===== src/rtl/sram_cycle_pkg.sv =====
package sram_cycle_pkg;

    typedef enum logic [1:0] {
        ST_IDLE,
        ST_SETUP,
        ST_STROBE,
        ST_HOLD
    } cyc_state_t;

    // Wait code to extra strobe cycles: 0..3 direct, then steps of three.
    function automatic logic [3:0] wait_cycles(input logic [2:0] code);
        logic [3:0] c;
        c = {1'b0, code};
        if (code < 3'd4)
            return c;
        return (c - 4'd2) * 4'd3;
    endfunction

endpackage


===== src/rtl/sram_area_decode.sv =====
module sram_area_decode #(
    parameter int                ADDR_W    = 29,
    parameter int                AREA_W    = 3,
    parameter logic [AREA_W-1:0] AREA_CODE = 3'b100
) (
    input  logic [ADDR_W-1:0] addr,
    output logic              hit
);
    assign hit = (addr[ADDR_W-1 -: AREA_W] == AREA_CODE);
endmodule


===== src/rtl/sram_lane_mask.sv =====
module sram_lane_mask #(
    parameter int LANES  = 8,
    parameter int SIZE_W = 2
) (
    input  logic [SIZE_W-1:0] size,
    input  logic [LANES-1:0]  be,
    output logic [LANES-1:0]  lane_en,
    output logic [LANES-1:0]  be_eff
);
    for (genvar i = 0; i < LANES; i++) begin : g_lane
        assign lane_en[i] = (i < (32'd1 << size));
        assign be_eff[i]  = lane_en[i] & be[i];
    end
endmodule


===== src/rtl/sram_cycle_ctrl.sv =====
module sram_cycle_ctrl
    import sram_cycle_pkg::*;
#(
    parameter int                ADDR_W    = 29,
    parameter int                DATA_W    = 64,
    parameter int                AREA_W    = 3,
    parameter logic [AREA_W-1:0] AREA_CODE = 3'b100
) (
    input  logic                  clk,
    input  logic                  rst_n,
    input  logic                  req_valid,
    input  logic                  req_write,
    input  logic [ADDR_W-1:0]     req_addr,
    input  logic [DATA_W-1:0]     req_wdata,
    input  logic [DATA_W/8-1:0]   req_be,
    output logic                  req_ready,
    output logic                  req_err,
    output logic [DATA_W-1:0]     req_rdata,
    input  logic                  cfg_setup,
    input  logic [2:0]            cfg_wait,
    input  logic [1:0]            cfg_hold,
    input  logic [1:0]            cfg_size,
    output logic                  sram_cs_n,
    output logic                  sram_oe_n,
    output logic [DATA_W/8-1:0]   sram_we_n,
    output logic [ADDR_W-1:0]     sram_addr,
    output logic [DATA_W-1:0]     sram_dq_out,
    output logic                  sram_dq_oe,
    input  logic [DATA_W-1:0]     sram_dq_in,
    input  logic                  sram_wait
);
    localparam int LANES = DATA_W / 8;
    localparam int CNT_W = 4;

    cyc_state_t        state_q, state_d;
    logic [CNT_W-1:0]  cnt_q, wait_q;
    logic [1:0]        hold_q;
    logic              write_q, ready_q;
    logic [ADDR_W-1:0] addr_q;
    logic [DATA_W-1:0] wdata_q, rdata_q, cap_data;
    logic [LANES-1:0]  we_mask_q, lane_q;
    logic              hit, start, miss_ack, leave_strobe, finish;
    logic [LANES-1:0]  lane_en, be_eff;

    sram_area_decode #(
        .ADDR_W(ADDR_W), .AREA_W(AREA_W), .AREA_CODE(AREA_CODE)
    ) u_decode (
        .addr(req_addr), .hit(hit)
    );

    sram_lane_mask #(
        .LANES(LANES), .SIZE_W(2)
    ) u_lanes (
        .size(cfg_size), .be(req_be), .lane_en(lane_en), .be_eff(be_eff)
    );

    assign start        = (state_q == ST_IDLE) && req_valid && !ready_q && hit;
    assign miss_ack     = (state_q == ST_IDLE) && req_valid && !ready_q && !hit;
    assign leave_strobe = (state_q == ST_STROBE) && (cnt_q == '0) && !sram_wait;
    assign finish       = (leave_strobe && (hold_q == 2'd0)) ||
                          ((state_q == ST_HOLD) && (cnt_q == '0));

    for (genvar i = 0; i < LANES; i++) begin : g_cap
        assign cap_data[i*8 +: 8] = lane_q[i] ? sram_dq_in[i*8 +: 8] : 8'h00;
    end

    // State register
    always_ff @(posedge clk or negedge rst_n) begin
        if (!rst_n)
            state_q <= ST_IDLE;
        else
            state_q <= state_d;
    end

    // Next state
    always_comb begin
        state_d = state_q;
        unique case (state_q)
            ST_IDLE:   if (start) state_d = cfg_setup ? ST_SETUP : ST_STROBE;
            ST_SETUP:  state_d = ST_STROBE;
            ST_STROBE: if (leave_strobe) state_d = (hold_q != 2'd0) ? ST_HOLD : ST_IDLE;
            ST_HOLD:   if (cnt_q == '0) state_d = ST_IDLE;
            default:   state_d = ST_IDLE;
        endcase
    end

    // Counters, captured request and configuration
    always_ff @(posedge clk or negedge rst_n) begin
        if (!rst_n) begin
            cnt_q     <= '0;
            wait_q    <= '0;
            hold_q    <= '0;
            write_q   <= 1'b0;
            ready_q   <= 1'b0;
            addr_q    <= '0;
            wdata_q   <= '0;
            rdata_q   <= '0;
            we_mask_q <= '0;
            lane_q    <= '0;
        end else begin
            ready_q <= finish;
            if (start) begin
                wait_q    <= wait_cycles(cfg_wait);
                hold_q    <= cfg_hold;
                write_q   <= req_write;
                addr_q    <= req_addr;
                wdata_q   <= req_wdata;
                we_mask_q <= be_eff;
                lane_q    <= lane_en;
                cnt_q     <= wait_cycles(cfg_wait);
            end else if (state_q == ST_SETUP) begin
                cnt_q <= wait_q;
            end else if (state_q == ST_STROBE) begin
                if (cnt_q != '0)
                    cnt_q <= cnt_q - 1'b1;
                else if (leave_strobe)
                    cnt_q <= {2'b00, hold_q} - 1'b1;
            end else if (state_q == ST_HOLD && cnt_q != '0) begin
                cnt_q <= cnt_q - 1'b1;
            end
            if (leave_strobe && !write_q)
                rdata_q <= cap_data;
        end
    end

    // Outputs
    always_comb begin
        sram_cs_n   = (state_q == ST_IDLE);
        sram_oe_n   = !((state_q == ST_STROBE) && !write_q);
        sram_we_n   = ((state_q == ST_STROBE) && write_q) ? ~we_mask_q : '1;
        sram_dq_oe  = write_q && (state_q != ST_IDLE);
        sram_dq_out = wdata_q;
        sram_addr   = addr_q;
        req_ready   = ready_q | miss_ack;
        req_err     = miss_ack;
        req_rdata   = rdata_q;
    end

endmodule


===== config.mk =====
export PLATFORM = sky130hd
export DESIGN_NAME = sram_cycle_ctrl
export DESIGN_NICKNAME = d
export VERILOG_FILES = /design/src/rtl/sram_cycle_pkg.sv /design/src/rtl/sram_area_decode.sv /design/src/rtl/sram_lane_mask.sv /design/src/rtl/sram_cycle_ctrl.sv
export SDC_FILE = /design/constraint.sdc
export NUM_CORES = 1
export LEC_CHECK = 0
export ABC_AREA = 1
export BUFFER_PORTS_ARGS = -buffer_cell sky130_fd_sc_hd__buf_2
export CAP_MARGIN = 20
export CORE_AREA = 2 2 181 183
export DETAILED_ROUTE_END_ITERATION = 10
export DIE_AREA = 0 0 183 185
export GPL_TIMING_DRIVEN = 0
export SLEW_MARGIN = 25
export SYNTH_ARGS = -nofsm -noshare
export SYNTH_HDL_FRONTEND = slang
export SYNTH_HIERARCHICAL = 1
export SYNTH_SLANG_ARGS = --single-unit

===== constraint.sdc =====
create_clock -name clk -period 3.7 [get_ports clk]
set_input_delay 0.185 -clock clk [delete_from_list [all_inputs] [get_ports clk]]
set_output_delay 0.185 -clock clk [all_outputs]
set_load 0.005 [all_outputs]

==> metrics.cfg, run 1 <==
[worst_setup_path]
kind_of_cell_adding_the_most_delay_to_the_critical_path=simple AND/OR/NAND/NOR gates
r2r_end=sram_dq_out[9]
critical_path.endpoint_type=output port
worstSetupStartpointType=flip-flop
critPathMaxStageDelay_ns=0.63
timing.setup.critical_path_class=flip-flop to output port
crit_top_cell=sky130_fd_sc_hd__buf_2
critPathSlowestCell=sky130_fd_sc_hd__nor2_1
rr_startpoint=state_q[0]
r2r_cells=8
worst-r2r-setup-slack_ns=1.65
crit_chain=buf_2 -> inv_1 -> nor2_1 -> nand2_1 -> buf_2
worst-endpoint-required_ns=3.51
worst_ep_arrival_time_ns=2.17
worst-path-buf-inv=3
max_fo_critical_path=10

[layout]
nets=1630
final.fill_count=3177
syn2layout_area_growth_pct=57.2
num_antenna_cells=0
share_of_final_layout_standard_cells_stronger_than_drive_strength_1=0.302
postLayoutCellArea_um2=12400

[placed_design]
globalplace.congestion=0.818
dpl.hpwl_um=19000
placedInstanceArea_um2=10200
place.port_buffers=346

[synthesis]
postSynthNetCount=1101
library_cell_with_the_highest_instance_count_after_synthesis=sky130_fd_sc_hd__nand2_1
synth_edf_count=0
synth.yosys.seq_area_share=0.592
synth_top_cells_by_area=sky130_fd_sc_hd__dfrtp_1, sky130_fd_sc_hd__nand2_1, sky130_fd_sc_hd__nand3_1
syn_avg_cell_area_um2=8.60
yosys_most_used_dff=sky130_fd_sc_hd__dfrtp_1
synth_cells=919
synth_cell_types=31
yosysWarningCount=6
yosys_register_bits=187
async_flop_share=1.00
synth_area_leader_cell=sky130_fd_sc_hd__dfrtp_1
yosys-top-cells-count=sky130_fd_sc_hd__nand2_1, sky130_fd_sc_hd__dfrtp_1, sky130_fd_sc_hd__nand3_1
syn-cell-area_um2=7900
netlist.area_leader.share=0.592

[grt]
antenna_found_initial=3
grt_start_max_net_pins=65
grt_pass1_vias=8104
track_usage=0.162
grt_overflow_total=0
grt_first_pass_wirelength_um=43000

[cts]
h-tree-depth=4
numClockSinks=187
cts.root.buffer_cell=sky130_fd_sc_hd__clkbuf_16
postCtsResizedCells=0
clock_tree_from_tritoncts=done
cts_buffer_depth=2
clk_pin_slew_ns=0.07
clk-insertion-delay-late_ns=0.44
numCtsBuffers=17

[timing]
timing.clock.skew_ns=0.0114
minimum_clock_period_after_layout_ns=2.36
worst_case_headroom_to_the_max_slew_limit=0.482
hold_violations=0
final-setup-viol-count=0
final-max-slew-violation-count=0
fin_tns_setup_ns=0
max_slew.worst_pin.slew_ns=0.775
maximum_frequency_from_static_timing_analysis_mhz=424
grt_setup_unrepaired=false
fin_crit_sh=0.637

[routing]
drt-pass1-iter-count=5
remaining_drc_errors=0
detailroute.via_count=8006
first_iter_violations=315
post_drt_via_cell_ratio=4.28
routed_wl_um=27300
routed_wire_length_per_instance_um=14.6
ant_nets=0

[floorplanning]
die_span_x_um=183
dieArea_um2=33900
floorplan.core_area_um2=32000
die_height_um=185
initial_core_util=0.247
num_io_pins=348
num_rows=66

[power_and_ir_drop]
max-vdd-ir-drop_mv=0.365
power-per-cell-area_nw_per_um2=631
static-leakage-power_uw=0.00714

[min_path]
hold_path_startpoint=sram_dq_in[53]
timing.hold.worst_path_depth=3
min-delay-path-class=primary input to flip-flop
min_to=req_rdata[53]

[run_status]
outcome=complete, no violations

[flow_run]
max_cap_viol_count=0

-- metrics by stage --
step	worst slack (ns)	cells	util	hold slack, ns	total power (µW)
6_report	1.34	1869	0.388	0.0232	7840
5_1_grt	1.14	1869	0.388	0.0117	8440
4_1_cts	1.26	1869	0.388	0.00181	7910
3_5_place_dp	1.60	1675	0.319	0.166	5860
3_3_place_gp	-0.843	1673	0.317	0.378	5800
2_1_floorplan	2.19	919	-	-0.111	4560
-- state kept, by name, indices dropped and copies added (netlist names) --
| signal | flops |
|---|---|
| write_q | 1 |
| wait_q | 4 |
| state_q | 2 |
| we_mask_q | 8 |
| sram_addr | 29 |
| hold_q | 2 |
| ready_q | 1 |
| cnt_q | 4 |
| req_rdata | 64 |
| lane_q | 8 |
| sram_dq_out | 64 |
-- worst register-to-register path, stage by stage, from the launching register on --
cell and delay (ns):
sky130_fd_sc_hd__dfrtp_1 0.36, sky130_fd_sc_hd__buf_2 0.18, sky130_fd_sc_hd__nor2_4 0.21, sky130_fd_sc_hd__nand3_2 0.31
sky130_fd_sc_hd__inv_2 0.14, sky130_fd_sc_hd__buf_4 0.24, sky130_fd_sc_hd__buf_2 0.30, sky130_fd_sc_hd__nand2_1 0.16
sky130_fd_sc_hd__nand2_1 0.09
-- final cells by class --
type | instances | area, µm² | share of cell area
Buffer | 61 | 378 | 0.0304
Clock buffer | 19 | 453 | 0.0365
Clock inverter | 13 | 139 | 0.0112
Inverter | 33 | 125 | 0.0101
Multi-Input combinational cell | 638 | 2720 | 0.219
Sequential cell | 187 | 4680 | 0.377
Tap cell | 408 | 510 | 0.0411
Timing Repair Buffer | 510 | 3420 | 0.275
-- how the worst max path moves through the flow --
stage,end,from,slack [ns],cells after the start
after floorplan,req_rdata[15],cnt_q[0],2.19,9
after global placement,sram_dq_out[54],rst_n,-0.84,1
after detailed placement,sram_dq_out[9],state_q[0],1.60,8
after CTS,sram_we_n[3],write_q,1.26,5
after global routing,sram_we_n[0],write_q,1.14,5
final,sram_we_n[3],write_q,1.34,5
-- placed cells by master, fill, tap and decap left out, types with 4 or more instances in the layout --
cell type,count
sky130_fd_sc_hd__buf_2,371
sky130_fd_sc_hd__dlygate4sd3_1,162
sky130_fd_sc_hd__inv_1,30
sky130_fd_sc_hd__nor2_1,21
sky130_fd_sc_hd__ha_1,4
sky130_fd_sc_hd__clkbuf_16,17
sky130_fd_sc_hd__buf_4,7
sky130_fd_sc_hd__nand2_1,442
sky130_fd_sc_hd__nand3_1,76
sky130_fd_sc_hd__clkbuf_1,12
sky130_fd_sc_hd__o21ai_0,22
sky130_fd_sc_hd__buf_6,12
sky130_fd_sc_hd__buf_1,4
sky130_fd_sc_hd__dfrtp_1,187
sky130_fd_sc_hd__o21ai_1,49
sky130_fd_sc_hd__clkinvlp_4,4
-- cell families (layout without fill, tap and decap cells) --
family	Yosys count	in the layout	synth area share
simple gates	552	552	0.283
flops	187	187	0.592
buf+inv	94	636	0.0636
compound gates	79	79	0.0522
fa+ha+maj	4	4	0.00633
xor+xnor	2	2	0.00222
other cells	1	1	0.000474
-- metal layers --
layer	global-route usage	vias up	share of wire
met5	0	-	0.0011
met3	0.0494	39	0.078
met1	0.195	3711	0.43
met2	0.273	319	0.47
li1	-	3933	-
met4	0.0634	4	0.024
-- report_power, final --
group	switching (µW)	total, µW	internal (µW)
Sequential	429	3280	2850
Clock	862	1840	982
Combinational	1510	2720	1210
Total	2800	7840	5040
-- timing repair --
item | in CTS | in global routing
hold buffers | 162 | 0
setup buffers | 0 | 0
hold endpoints to repair | 224 | 0
No activity file was read; power rests on OpenSTA's default activity.
==> run 2: changes to the inputs <==
clock period = 2.3 ns   (was 3.7 ns; I/O delays follow)
==> metrics.cfg, run 2 (synthesized netlist as in run 1, its figures left out) <==
[grt]
globalRouteMet2Util=0.277  ; +0.00394
groute.layer.met1.usage=0.196  ; +0.00171
grt_overflow_total=0  ; unchanged
antenna_found_initial=2  ; -1
grt_first_pass_wirelength_um=43300  ; +0.75%
grt_use_met3=0.0460  ; -0.00334
grt-busiest-layer=met2
track_usage=0.163  ; +0.000843
grt_pass1_vias=8215  ; +1.4%
grt_start_max_net_pins=65  ; unchanged

[worst_setup_path]
rr_startpoint=state_q[0]
worst_ep_arrival_time_ns=1.96  ; -0.21 ns
worst-r2r-setup-slack_ns=0.23  ; -1.42 ns
max_fo_critical_path=10  ; unchanged
timing.setup.critical_path_class=flip-flop to output port
worstSetupStartpointType=flip-flop
worst-endpoint-required_ns=2.18  ; -1.33 ns
critical_path.endpoint_type=output port
crit_path_start=write_q

[layout]
syn2layout_area_growth_pct=58.4
most-common-layout-cells=sky130_fd_sc_hd__nand2_1, sky130_fd_sc_hd__buf_2, sky130_fd_sc_hd__dfrtp_1
nets=1639  ; +0.55%
share_of_final_layout_standard_cells_stronger_than_drive_strength_1=0.301  ; -0.00117
layout_commonest_cell=sky130_fd_sc_hd__nand2_1
final_util=0.391  ; +0.00297

[power_and_ir_drop]
power_share_of_the_clock_group=0.235  ; about the same
total_power_of_the_final_layout_uw=12600  ; +61%
internal-power_uw=8120  ; +61%
power-per-cell-area_nw_per_um2=1010  ; +60%
combinational_group_share_of_total_power=0.347  ; about the same
sequential_group_share_of_total_power=0.417  ; about the same
p_sw_frac=0.357  ; about the same
power_switching_uw=4510  ; +61%
static-leakage-power_uw=0.00718  ; +0.53%
max-vdd-ir-drop_mv=0.587  ; +61%

[floorplanning]
num_io_pins=348  ; unchanged
initial_core_util=0.247  ; unchanged
die_span_x_um=183  ; unchanged
die_height_um=185  ; unchanged
num_rows=66  ; unchanged
floorplan.core_area_um2=32000  ; unchanged
dieArea_um2=33900  ; unchanged

[timing]
minimum_clock_period_after_layout_ns=2.08
max_slew.worst_pin.slew_ns=0.542  ; -0.232 ns
final-setup-viol-count=0  ; unchanged
hold_violations=0  ; unchanged
setup_slack_ns=0.222  ; -1.12 ns
grt_setup_unrepaired=false
worst_case_headroom_to_the_max_slew_limit=0.638  ; +0.157
fin_crit_sh=0.903
maximum_frequency_from_static_timing_analysis_mhz=481
final-max-slew-violation-count=0  ; unchanged
timing.clock.skew_ns=0.0113  ; -0.0000975 ns
fin_tns_setup_ns=0  ; unchanged

[placed_design]
dpl_worst_slack_ns=0.200  ; -1.40 ns
globalplace.congestion=0.818  ; unchanged
place.port_buffers=346  ; unchanged
dpl.hpwl_um=19000  ; unchanged

[routing]
routed_wire_length_per_instance_um=14.6  ; about the same
drt-pass1-iter-count=5  ; unchanged
routed_wl_um=27400  ; +0.46%
remaining_drc_errors=0  ; unchanged
ant_nets=0  ; unchanged
first_iter_violations=332  ; +5.4%
detailroute.via_count=8059  ; +0.66%
post_drt_via_cell_ratio=4.29  ; +0.13%

[cts]
clock_tree_from_tritoncts=done
numCtsBuffers=17  ; unchanged
numClockSinks=187  ; unchanged
clk-insertion-delay-late_ns=0.45  ; about the same
number_of_setup_buffers_added_after_cts=0  ; unchanged
h-tree-depth=4  ; unchanged
cts.root.buffer_cell=sky130_fd_sc_hd__clkbuf_16
cts_buffer_depth=2  ; unchanged
clk_pin_slew_ns=0.07  ; about the same

[min_path]
min-delay-path-class=primary input to flip-flop
hold_path_startpoint=cfg_setup

[run_status]
outcome=complete, no violations

[flow_run]
max_cap_viol_count=0  ; unchanged

-- run 2: cell count changes in the layout (fill, tap and decap cells not counted) --
cell                            before  now
sky130_fd_sc_hd__nor2_2              1    2
sky130_fd_sc_hd__diode_2             0    1
sky130_fd_sc_hd__dlygate4sd3_1     162  171
sky130_fd_sc_hd__nor2_1             21   20
-- run 2: metrics by stage --
stage / instances / hold slack, ns / area (µm²)
floorplan: 919 / -0.181 / 7900
global placement: 1673 / 0.308 / 10100
detailed placement: 1675 / 0.0955 / 10200
CTS: 1878 / 0.0114 / 12500
global route: 1878 / 0.0333 / 12500
finish: 1879 / 0.0496 / 12500
-- run 2: path summary, 6_finish.rpt --
path / endpoint / cells after the start
setup / recovery: sram_we_n[1] / 5
hold / removal: state_q[1] / 4
setup reg to reg: sram_dq_out[9] / 8
hold reg to reg: sram_addr[18] / 2
max in group asynchronous: cnt_q[0] / 4
min in group asynchronous: req_rdata[36] / 2
-- run 2: layer usage --
metal | wire [µm] | up-vias
met5 | 13 | -
met3 | 2000 | 37
met2 | 12900 | 323
met4 | 649 | 2
li1 | - | 3957
met1 | 11900 | 3740
-- run 2: timing repair --
item	CTS	global route
hold buffers	171	0
gates resized for setup	1	0
hold endpoints to repair	233	0
setup endpoints to repair	8	0
-- run 2: layout make-up --
type                       count  area [µm²]
inverter                      33         125
tap                          408         510
timing repair buffer         519        3510
fill                        3163       19500
antenna                        1        2.50
clock inverter                13         139
sequential                   187        4680
buffer                        61         378
clock buffer                  19         453
multi-input combinational    638        2720
-- run 2: worst max-delay path: stages (launching register included) --
cell	delay [ns]
sky130_fd_sc_hd__dfrtp_1	0.36
sky130_fd_sc_hd__buf_2	0.30
sky130_fd_sc_hd__inv_1	0.16
sky130_fd_sc_hd__nor2_2	0.44
sky130_fd_sc_hd__nand2_1	0.10
sky130_fd_sc_hd__buf_2	0.16
-- run 2: power groups by stage --
stage	combinational, µW	clock (µW)	sequential, µW
4_1_cts	4380	3100	5250
3_5_place_dp	4160	0	5270
5_1_grt	4950	3220	5430
6_report	4390	2970	5270
2_1_floorplan	1980	0	5360
3_3_place_gp	4080	0	5250
